**src/rtl/fb_scanout.sv**
```systemverilog
module fb_scanout #(
  parameter int H_ACT = 320,
  parameter int V_ACT = 240,
  parameter int XW    = 10,
  parameter int YW    = 10,
  parameter int BW    = 5,
  parameter int AW    = 16
) (
  input  logic          clk,
  input  logic          rst_n,
  input  logic [XW-1:0] pix_x,
  input  logic [YW-1:0] pix_y,
  input  logic          cfg_depth8,
  input  logic [BW-1:0] cfg_blank,
  input  logic          swap_req,
  input  logic [7:0]    rd_data,
  output logic          rd_en,
  output logic [AW:0]   rd_addr,
  output logic [7:0]    pix_idx,
  output logic          disp_buf,
  output logic          swap_pending
);
  localparam int OW = AW + 2;

  logic          depth_q;
  logic [BW-1:0] blank_q;
  logic          vbs;
  logic [YW-1:0] blank_y, line;
  logic [OW-1:0] stride, line_base, col, off;
  logic          in_area, in_band, fits, vis;
  logic          nib1, hi1, nib2, hi2, vis2;

  assign vbs     = (pix_y == YW'(V_ACT)) && (pix_x == '0);
  assign blank_y = YW'(blank_q);
  assign line    = pix_y - blank_y;
  assign stride  = depth_q ? OW'(H_ACT) : OW'(H_ACT / 2);
  assign line_base = OW'(line) * stride;
  assign col     = depth_q ? OW'(pix_x) : OW'(pix_x >> 1);
  assign off     = line_base + col;
  assign in_area = (pix_x < XW'(H_ACT)) && (pix_y < YW'(V_ACT));
  assign in_band = (pix_y >= blank_y) && (pix_y < YW'(V_ACT) - blank_y);
  assign fits    = (line_base + stride) <= (OW'(1) << AW);
  assign vis     = in_area && in_band && fits;

  always_ff @(posedge clk) begin
    if (!rst_n) begin
      depth_q      <= 1'b0;
      blank_q      <= '0;
      disp_buf     <= 1'b0;
      swap_pending <= 1'b0;
    end else if (vbs) begin
      depth_q      <= cfg_depth8;
      blank_q      <= cfg_blank;
      disp_buf     <= disp_buf ^ (swap_pending | swap_req);
      swap_pending <= 1'b0;
    end else if (swap_req) begin
      swap_pending <= 1'b1;
    end
  end

  always_ff @(posedge clk) begin
    if (!rst_n) begin
      rd_en   <= 1'b0;
      rd_addr <= '0;
      nib1    <= 1'b0;
      hi1     <= 1'b0;
      vis2    <= 1'b0;
      nib2    <= 1'b0;
      hi2     <= 1'b0;
      pix_idx <= '0;
    end else begin
      rd_en   <= vis;
      rd_addr <= vis ? {disp_buf, off[AW-1:0]} : '0;
      nib1    <= !depth_q;
      hi1     <= !pix_x[0];
      vis2    <= rd_en;
      nib2    <= nib1;
      hi2     <= hi1;
      if (!vis2)
        pix_idx <= '0;
      else if (nib2)
        pix_idx <= {4'h0, hi2 ? rd_data[7:4] : rd_data[3:0]};
      else
        pix_idx <= rd_data;
    end
  end
endmodule

```
**config.mk**
```make
export PLATFORM = sky130hd
export DESIGN_NAME = fb_scanout
export DESIGN_NICKNAME = d
export VERILOG_FILES = /design/src/rtl/fb_scanout.sv
export SDC_FILE = /design/constraint.sdc
export NUM_CORES = 1
export LEC_CHECK = 0
export ABC_AREA = 1
export BUFFER_PORTS_ARGS = -buffer_cell sky130_fd_sc_hd__buf_2
export CORE_ASPECT_RATIO = 1.4
export CORE_MARGIN = 2
export CORE_UTILIZATION = 55
export CTS_CLUSTER_SIZE = 30
export DETAILED_ROUTE_END_ITERATION = 12
export HOLD_SLACK_MARGIN = 0.06
export PLACE_DENSITY = 0.81
export SYNTH_ARGS = -nofsm -noshare
export SYNTH_HDL_FRONTEND = slang
export SYNTH_SLANG_ARGS = --single-unit
```
**constraint.sdc**
```tcl
create_clock -name clk -period 7 [get_ports clk]
set_input_delay 0.35 -clock clk [delete_from_list [all_inputs] [get_ports clk]]
set_output_delay 0.35 -clock clk [all_outputs]
set_load 0.02 [all_outputs]
```
== After elaboration in Yosys (flattened, before gate mapping) ==
Cells that the tools add are included.
W data, S select, Z words.

* Reduce and logical (&&, ||, !) cells: 12
* Muxes and demuxes: 4
* Add/sub/neg operators: 4
* Bitwise gates (word level): 4
* Order comparisons: 5
* Multiply operators: 1
* Eq/ne operators: 1

{| class="wikitable"
|+ Operator list
! kind !! count
|-
| $add A18 B9 Y18 || 1
|-
| $le A18 B17 Y1 const B || 1
|-
| $mul A10 B9 Y18 || 1
|-
| $add A16 B10 Y16 || 1
|-
| $eq A10 B8 Y1 const B || 1
|-
| $ge A10 B5 Y1 || 1
|-
| $logic_not A10 Y1 || 1
|-
| $lt A10 B10 Y1 || 1
|-
| $lt A10 B8 Y1 const B || 1
|-
| $lt A10 B9 Y1 const B || 1
|-
| $mux W10 || 1
|-
| $sub A10 B5 Y10 || 1
|-
| $mux W9 || 1
|-
| $sub A8 B5 Y9 const A || 1
|-
| $mux W4 || 2
|-
| $logic_and A1 B1 Y1 || 5
|-
| $reduce_and A2 Y1 || 2
|-
| $reduce_or A3 Y1 || 1
|-
| $logic_not A1 Y1 || 2
|-
| $not A1 Y1 || 2
|-
| $reduce_or A2 Y1 || 1
|-
| $or A1 B1 Y1 || 1
|-
| $xor A1 B1 Y1 || 1
|}

* Register bits: 39

== Depth between registers and ports, before layout ==
Gate-level depths: netlist of run 1.

* Depth in word-level cells: 6
* Gate-level depth with buffers: 33

== Worst setup path after synthesis of run 1 ==
Ideal clock, no wire load.

* Path kind: input -> register
* Start: in pix_y[0]
* End: reg rd_en
* Buffers on the path: 1
* Cell stages on the path: 28
* Arrival: 4.764 ns
* Slack: 2.123 ns
* Cell sequence: inv_1 -> ha_1 -> fa_1 -> o21ai_0 -> xnor2_1 -> nor2_1 -> ha_1 -> inv_1 -> fa_1 -> inv_1 -> ha_1 -> ha_1 -> inv_1 -> fa_1 -> inv_1 -> nand2_1 -> or2_0 -> nand2_1 -> inv_1 -> nor2_1 -> nand3_1 -> nor2_1 -> inv_1 -> nand2_1 -> nand2_1 -> nand3_4 -> buf_6 -> inv_1

* Word-level cells in the longest chain between the ends: 5
* Elaborated cells between the ends (all ways): 11

{| class="wikitable"
|+ Ends and longest elaborated chain
! what !! line !! source
|-
| from (decl) || 12 || <nowiki>input logic [YW-1:0] pix_y,</nowiki>
|-
| $sub A10 B5 Y10 || 35 || <nowiki>assign line = pix_y - blank_y;</nowiki>
|-
| $mul A10 B9 Y18 || 37 || <nowiki>assign line_base = OW'(line) * stride;</nowiki>
|-
| $add A18 B9 Y18 || 42 || <nowiki>assign fits = (line_base + stride) <= (OW'(1) << AW);</nowiki>
|-
| $le A18 B17 Y1 || 42 ||
|-
| $logic_and A1 B1 Y1 * || 43 || <nowiki>assign vis = in_area && in_band && fits;</nowiki>
|-
| to (signal assigned) || 72 || <nowiki>rd_en <= vis;</nowiki>
|-
| to (decl) || 17 || <nowiki>output logic rd_en,</nowiki>
|}

Mark *: on every way between the ends. The rest lies on a longest branch, timed or not.
A chain may end at the register's enable or synchronous reset.

== Worst setup path in the final report of run 1 ==
* Start: reg depth_q
* End: reg rd_addr[5]

* Word-level cells in the longest chain between the ends: 6
* Elaborated cells between the ends (all ways): 8

{| class="wikitable"
|+ Ends and longest elaborated chain
! what !! line !! source
|-
| from (decl) || 25 || <nowiki>logic depth_q;</nowiki>
|-
| from (signal assigned) || 52 || <nowiki>depth_q <= cfg_depth8;</nowiki>
|-
| $mux W9 || 36 || <nowiki>assign stride = depth_q ? OW'(H_ACT) : OW'(H_ACT / 2);</nowiki>
|-
| $mul A10 B9 Y18 || 37 ||
|-
| $add A18 B9 Y18 || 42 ||
|-
| $le A18 B17 Y1 || 42 ||
|-
| $logic_and A1 B1 Y1 || 43 ||
|-
| $reduce_and A2 Y1 (no line) || - ||
|-
| to (signal assigned) || 73 || <nowiki>rd_addr <= vis ? {disp_buf, off[AW-1:0]} : '0;</nowiki>
|-
| to (decl) || 18 || <nowiki>output logic [AW:0] rd_addr,</nowiki>
|}

Several ways; a longest one is shown, not always the timed one.

==> results of run 1 <==
## critical path, stage by stage (launching register included)
cell	delay, ns
dfxtp_1	0.89
inv_1	0.52
nand2_1	0.26
o21ai_0	0.12
ha_1	0.30
inv_1	0.05
fa_1	0.52
inv_1	0.04
ha_1	0.30
ha_1	0.31
inv_1	0.06
fa_1	0.54
inv_1	0.12
nand2_1	0.09
or2_0	0.25
nand2_1	0.07
inv_1	0.06
nor2_1	0.12
nand3_1	0.11
nor2_1	0.14
nand3_1	0.10
nand2_1	0.12
nand3_4	0.24
nor2_1	0.17
## how the worst max path moves through the flow
stage | start | to | slack, ns | cells past startpoint
finish | depth_q | rd_addr[5] | 1.42 | 23
CTS | depth_q | rd_addr[5] | 1.44 | 23
floorplan | pix_y[0] | rd_en | 2.12 | 28
global route | depth_q | rd_addr[1] | 0.94 | 23
detailed placement | depth_q | rd_addr[5] | 1.45 | 23
global placement | pix_y[0] | rd_addr[0] | 1.59 | 27
## layout by cell type, fill, tap and decap left out, drive strengths merged
cell / instances
ha: 57
nor3: 7
or2: 7
nor4: 1
nand3: 25
inv: 118
bufinv: 2
xnor2: 7
buf: 64
o21a: 1
o21bai: 2
nand2: 100
and2: 1
dfxtp: 39
nand3b: 4
xor2: 17
o211ai: 1
clkinv: 1
a211oi: 11
a21oi: 17
o21ai: 20
nor2: 64
fa: 11
a31oi: 1
clkbuf: 6
nand4: 10
conb: 2
## kinds of logic (layout without fill, tap and decap cells)
group / Yosys count / in the layout / share of synthesized area [%]
other: 2 / 2 / 0.203
flip-flops: 39 / 39 / 21.1
AND/OR/NAND/NOR: 219 / 219 / 26.7
AO/OA/AOI/OAI: 53 / 53 / 8.20
XOR/XNOR: 24 / 24 / 5.67
buffers and inverters: 127 / 191 / 13.1
adder cells (fa/ha/maj): 68 / 68 / 25.2
## stage by stage
| stage | hold WS [ns] | worst slack [ns] |
|---|---|---|
| after global routing | 0.242 | 0.936 |
| after CTS | 0.239 | 1.44 |
| after global placement | 0.401 | 1.59 |
| final | 0.240 | 1.42 |
| after detailed placement | 0.403 | 1.45 |
| after floorplan | 0.390 | 2.12 |
## state kept, by name, indices dropped and copies added (netlist names)
name / count
blank_q: 5
pix_idx: 8
nib1: 1
rd_en: 1
vis2: 1
hi1: 1
disp_buf: 1
swap_pending: 1
rd_addr: 17
nib2: 1
depth_q: 1
hi2: 1
## routing by layer
layer  wire length (um)  up-vias  track usage (%)
met2               4160       85             42.3
met1               3210     1516             23.9
li1                   -     1779                -
met5                  0        -                0
met4                224        0             11.3
met3                281       15             1.89
## layout make-up
| type | instances | area, um^2 | area share, % |
|---|---|---|---|
| Clock buffer | 6 | 72.6 | 1.72 |
| Clock inverter | 2 | 60.1 | 1.42 |
| Inverter | 119 | 447 | 10.6 |
| Multi-Input combinational cell | 366 | 2440 | 58.0 |
| Sequential cell | 39 | 781 | 18.5 |
| Tap cell | 74 | 92.6 | 2.20 |
| Timing Repair Buffer | 64 | 320 | 7.60 |
## power by group
group	leakage (nW)	total (W)	internal (W)	switching [W]
logic	2.04	0.000426	0.000159	0.000267
registers	0.316	0.000226	0.000225	0.000000957
clock network	0.0654	0.000220	0.000142	0.0000776
total	2.42	0.000872	0.000527	0.000346
==> out/results.ini, run 1 <==
[clock_tree]
numClockSinks = 39
post_cts_resized = 0
clock_tree.buffer_depth = 2
cts_hold_buf = 0
cts_made_buffers = 5
clk_pin_slew_worst_paths_ns = 0.08
htree_levels = 2
postCtsSetupBuffers = 0
cts-root-buf = clkbuf_8
clk_latency_ns = 0.29
tritoncts = done

[setup_path]
reg2reg_depth = 23
cp.arrival_ns = 5.81
end_kind = flip-flop
crit_required_ns = 7.22
cp-start-kind = flip-flop
crit_type = reg -> reg
cp_max_fo = 32
r2r-end = rd_addr[5]
reg2reg_from = depth_q
r2r_slack_ns = 1.42

[global_routing]
antenna_found_initial = 0
grt_start_max_net_pins = 33
grt_pass1_wl_um = 13300
grt_pass1_vias = 3291
overflow = 0
grt_usage_pct = 22.3

[route]
drtAntennaViolNets = 0
vias = 3395
remaining_drc_errors = 0
routedWlPerCell_um = 11.8
avgViaCountPerCell = 5.07
drtIter0Drc = 130
wl_um = 7870
dr.pass1.iters = 4

[sta]
fin_crit_sh_pct = 79.7
finalHoldViolations = 0
finalCriticalPeriod_ns = 5.58
rsz0062_at_grt = no
slew_headroom_pct = 42.4
final_max_slew_viol_count = 0
tightest_slew_ns = 0.863
setup_viol = 0
fin_skew_ns = 0.00731
setup_tns_ns = 0
max_freq_mhz = 179

[logic_synthesis]
synth_edf_count = 0
synthTopCellsByCount = inv_1 (118), nand2_1 (96), ha_1 (57)
synth.most_common_cell = inv_1
postSynth.asyncResetShare_pct = 0
syn_inst = 532
synth_area_per_cell_um2 = 6.97
syn-cell-area_um2 = 3710
postSynthNetCount = 637
synth_ff_type = dfxtp_1
ys_seq_area_share_pct = 21.1
synth-seq-cells = 39
yosys.area.top_type = dfxtp_1
synth_cell_type_count = 33
ys.warnings.count = 0
yosys-top-cells-area = dfxtp_1 (21%), ha_1 (19%), inv_1 (12%)
synth_top_cell_area_share_pct = 21.1

[layout]
fillers = 594
syn_to_final_growth_pct = 13.7
postLayoutCellArea_um2 = 4220
stdcell_count = 670
final_util_pct = 64.2
n_antenna_cell = 0
nNetsFinal = 700
drive_gt1_share_pct = 15.9

[floorplan]
die_h_um = 101
num_rows = 35
die-width_um = 73.4
start_util_pct = 56.5
core_um2 = 6570
ioPinCount = 65
die_area_um2 = 7430

[power_and_ir_drop]
leakagePower_nw = 2.42
power_w = 0.000872
max-vdd-ir-drop_v = 0.000109
pwr_density_cell_nw_per_um2 = 207

[run_status]
outcome = complete, no violations

[place]
dp_cells = 662
post_dp_cell_area_um2 = 4080
io_buffers = 64
dpl.hpwl_um = 6610
place.gp.congestion = 0.879

[worst_hold_path]
min_path_cells = 2
min-delay-path-class = in -> reg
min_from = pix_x[0]
holdPathEnd = hi1

[run]
drv_cap = 0

No activity file was read; power rests on OpenSTA's default activity.
==> inputs of run 2 (changes only) <==
==> constraint.sdc (replaced) <==
create_clock -name clk -period 5.2 [get_ports clk]
set_input_delay 0.26 -clock clk [delete_from_list [all_inputs] [get_ports clk]]
set_output_delay 0.26 -clock clk [all_outputs]
set_load 0.02 [all_outputs]
==> run 2 against run 1 <==
Combinational power increased by 48%. Clock power increased by 35%. Fmax increased by 13%. Sequential power increased by 35%. Largest power group unchanged.
==> out/results.ini, run 2 (synthesized netlist as in run 1, its figures left out) <==
[run_status]
outcome = complete, no violations

[clock_tree]
htree_levels = 2
tritoncts = done
clk_pin_slew_worst_paths_ns = 0.08
numClockSinks = 39
clock_tree.buffer_depth = 2
cts_hold_buf = 0
clk_latency_ns = 0.30
cts_made_buffers = 5
cts-root-buf = clkbuf_8

[power_and_ir_drop]
combPwrFrac_pct = 51.1
p_sw_share_pct = 39.5
sequentialPowerShare_pct = 24.7
pwr_density_cell_nw_per_um2 = 277
p_int_w = 0.000746
leakagePower_nw = 2.48
max-vdd-ir-drop_v = 0.000153
switchingPower_w = 0.000487
clkPwrFrac_pct = 24.2

[setup_path]
crit_end = rd_addr[5]
crit_type = reg -> reg
crit_required_ns = 5.43
r2r_slack_ns = 0.27
slowest_delay_ns = 0.54
cp_max_fo = 18
reg2reg_depth = 26
crit_start = blank_q[0]
cp.arrival_ns = 5.16
end_kind = flip-flop
r2r-end = rd_addr[5]
reg2reg_from = blank_q[0]
cp-start-kind = flip-flop
crit_slowest_cell = fa_1

[floorplan]
die_area_um2 = 7430
die_h_um = 101
num_rows = 35
core_um2 = 6570
ioPinCount = 65
start_util_pct = 56.5
die-width_um = 73.4

[layout]
syn_to_final_growth_pct = 20.1
fillers = 545
final_cell_mix = inv_1 (114), nand2_1 (94), buf_2 (64), nor2_1 (49), ha_1 (49)
n_antenna_cell = 0
nNetsFinal = 710
drive_gt1_share_pct = 22.4
top_register = rd_addr
mostFrequentLayoutCell = inv_1
reg_top3 = rd_addr: 17 flops, pix_idx: 8 flops, blank_q: 5 flops
largest_register_ffs = 17

[run]
drv_cap = 0

[sta]
setup_viol = 0
fin_ws_ns = 0.274
final_max_slew_viol_count = 0
fin_skew_ns = 0.0113
setup_tns_ns = 0
finalCriticalPeriod_ns = 4.93
finalHoldViolations = 0
fin_crit_sh_pct = 94.7
max_freq_mhz = 203
slew_headroom_pct = 60.6
tightest_slew_ns = 0.591

[global_routing]
grt_pass1_vias = 3305
antenna_found_initial = 0
grt_pass1_wl_um = 13500
grt_start_max_net_pins = 32
overflow = 0
grt_usage_pct = 22.5

[route]
routedWlPerCell_um = 12.3
avgViaCountPerCell = 5.20
drtIter0Drc = 176
remaining_drc_errors = 0
drtAntennaViolNets = 0
wl_um = 8360
dr.pass1.iters = 4
vias = 3539

[worst_hold_path]
min-delay-path-class = in -> reg
min_from = pix_x[0]

[place]
place_ws_ns = -0.118
place.gp.congestion = 0.868
dpl.hpwl_um = 6630
io_buffers = 64

## run 2: timing repair
action | 4_1_cts | 5_1_grt
setup endpoints to repair | 18 | 18
pin swaps | 1 | 6
setup buffers | 1 | 3
resized for setup | 1 | 34
## run 2: stage by stage
| step | total power, W | hold WS [ns] | util (%) | instance area [um^2] | std cells |
|---|---|---|---|---|---|
| after floorplan | 0.000758 | 0.332 | - | 3710 | 532 |
| after global placement | 0.000870 | 0.400 | 62.9 | 4130 | 668 |
| after detailed placement | 0.000890 | 0.399 | 62.9 | 4130 | 668 |
| after CTS | 0.00119 | 0.119 | 65.2 | 4290 | 677 |
| after global routing | 0.00133 | 0.126 | 67.8 | 4450 | 680 |
| final | 0.00123 | 0.125 | 67.8 | 4450 | 680 |
## run 2: final cells by class
| cell class | count | area, um^2 | share of cell area [%] |
|---|---|---|---|
| repair buffers | 74 | 408 | 9.16 |
| flip-flops and latches | 39 | 785 | 17.6 |
| multi-input cells | 366 | 2590 | 58.1 |
| inverters | 119 | 447 | 10.0 |
| well taps | 74 | 92.6 | 2.08 |
| clock buffers | 6 | 72.6 | 1.63 |
| clock inverters | 2 | 60.1 | 1.35 |
## run 2: worst max-delay path, delay by kind of cell (launching register included)
family | cells | cell delay, ns
fa+ha+maj | 7 | 2.52
simple gates | 11 | 1.16
buf+inv | 6 | 0.48
flops | 1 | 0.33
compound gates | 1 | 0.20
xor+xnor | 1 | 0.15
## run 2: worst min-delay path by stage
stage | end | cells past startpoint | slack [ns]
3_3_place_gp | nib2 | 2 | 0.40
2_1_floorplan | hi1 | 1 | 0.33
4_1_cts | hi1 | 2 | 0.12
6_report | hi1 | 2 | 0.12
3_5_place_dp | nib2 | 2 | 0.40
5_1_grt | hi1 | 2 | 0.13
## run 2: power by group through the flow
stage                     registers (W)  logic [W]  clock network (W)
after detailed placement       0.000312   0.000578                  0
after global placement         0.000312   0.000558                  0
final                          0.000305   0.000630           0.000298
after floorplan                0.000316   0.000442                  0
after global routing           0.000305   0.000708           0.000312
after CTS                      0.000305   0.000585           0.000302
## run 2: metal layers
layer	global-route usage (%)	wire [um]	vias up
met5	0	0	-
met4	11.6	284	0
met3	2.09	290	24
met2	42.9	4440	98
met1	23.8	3340	1615
li1	-	-	1802
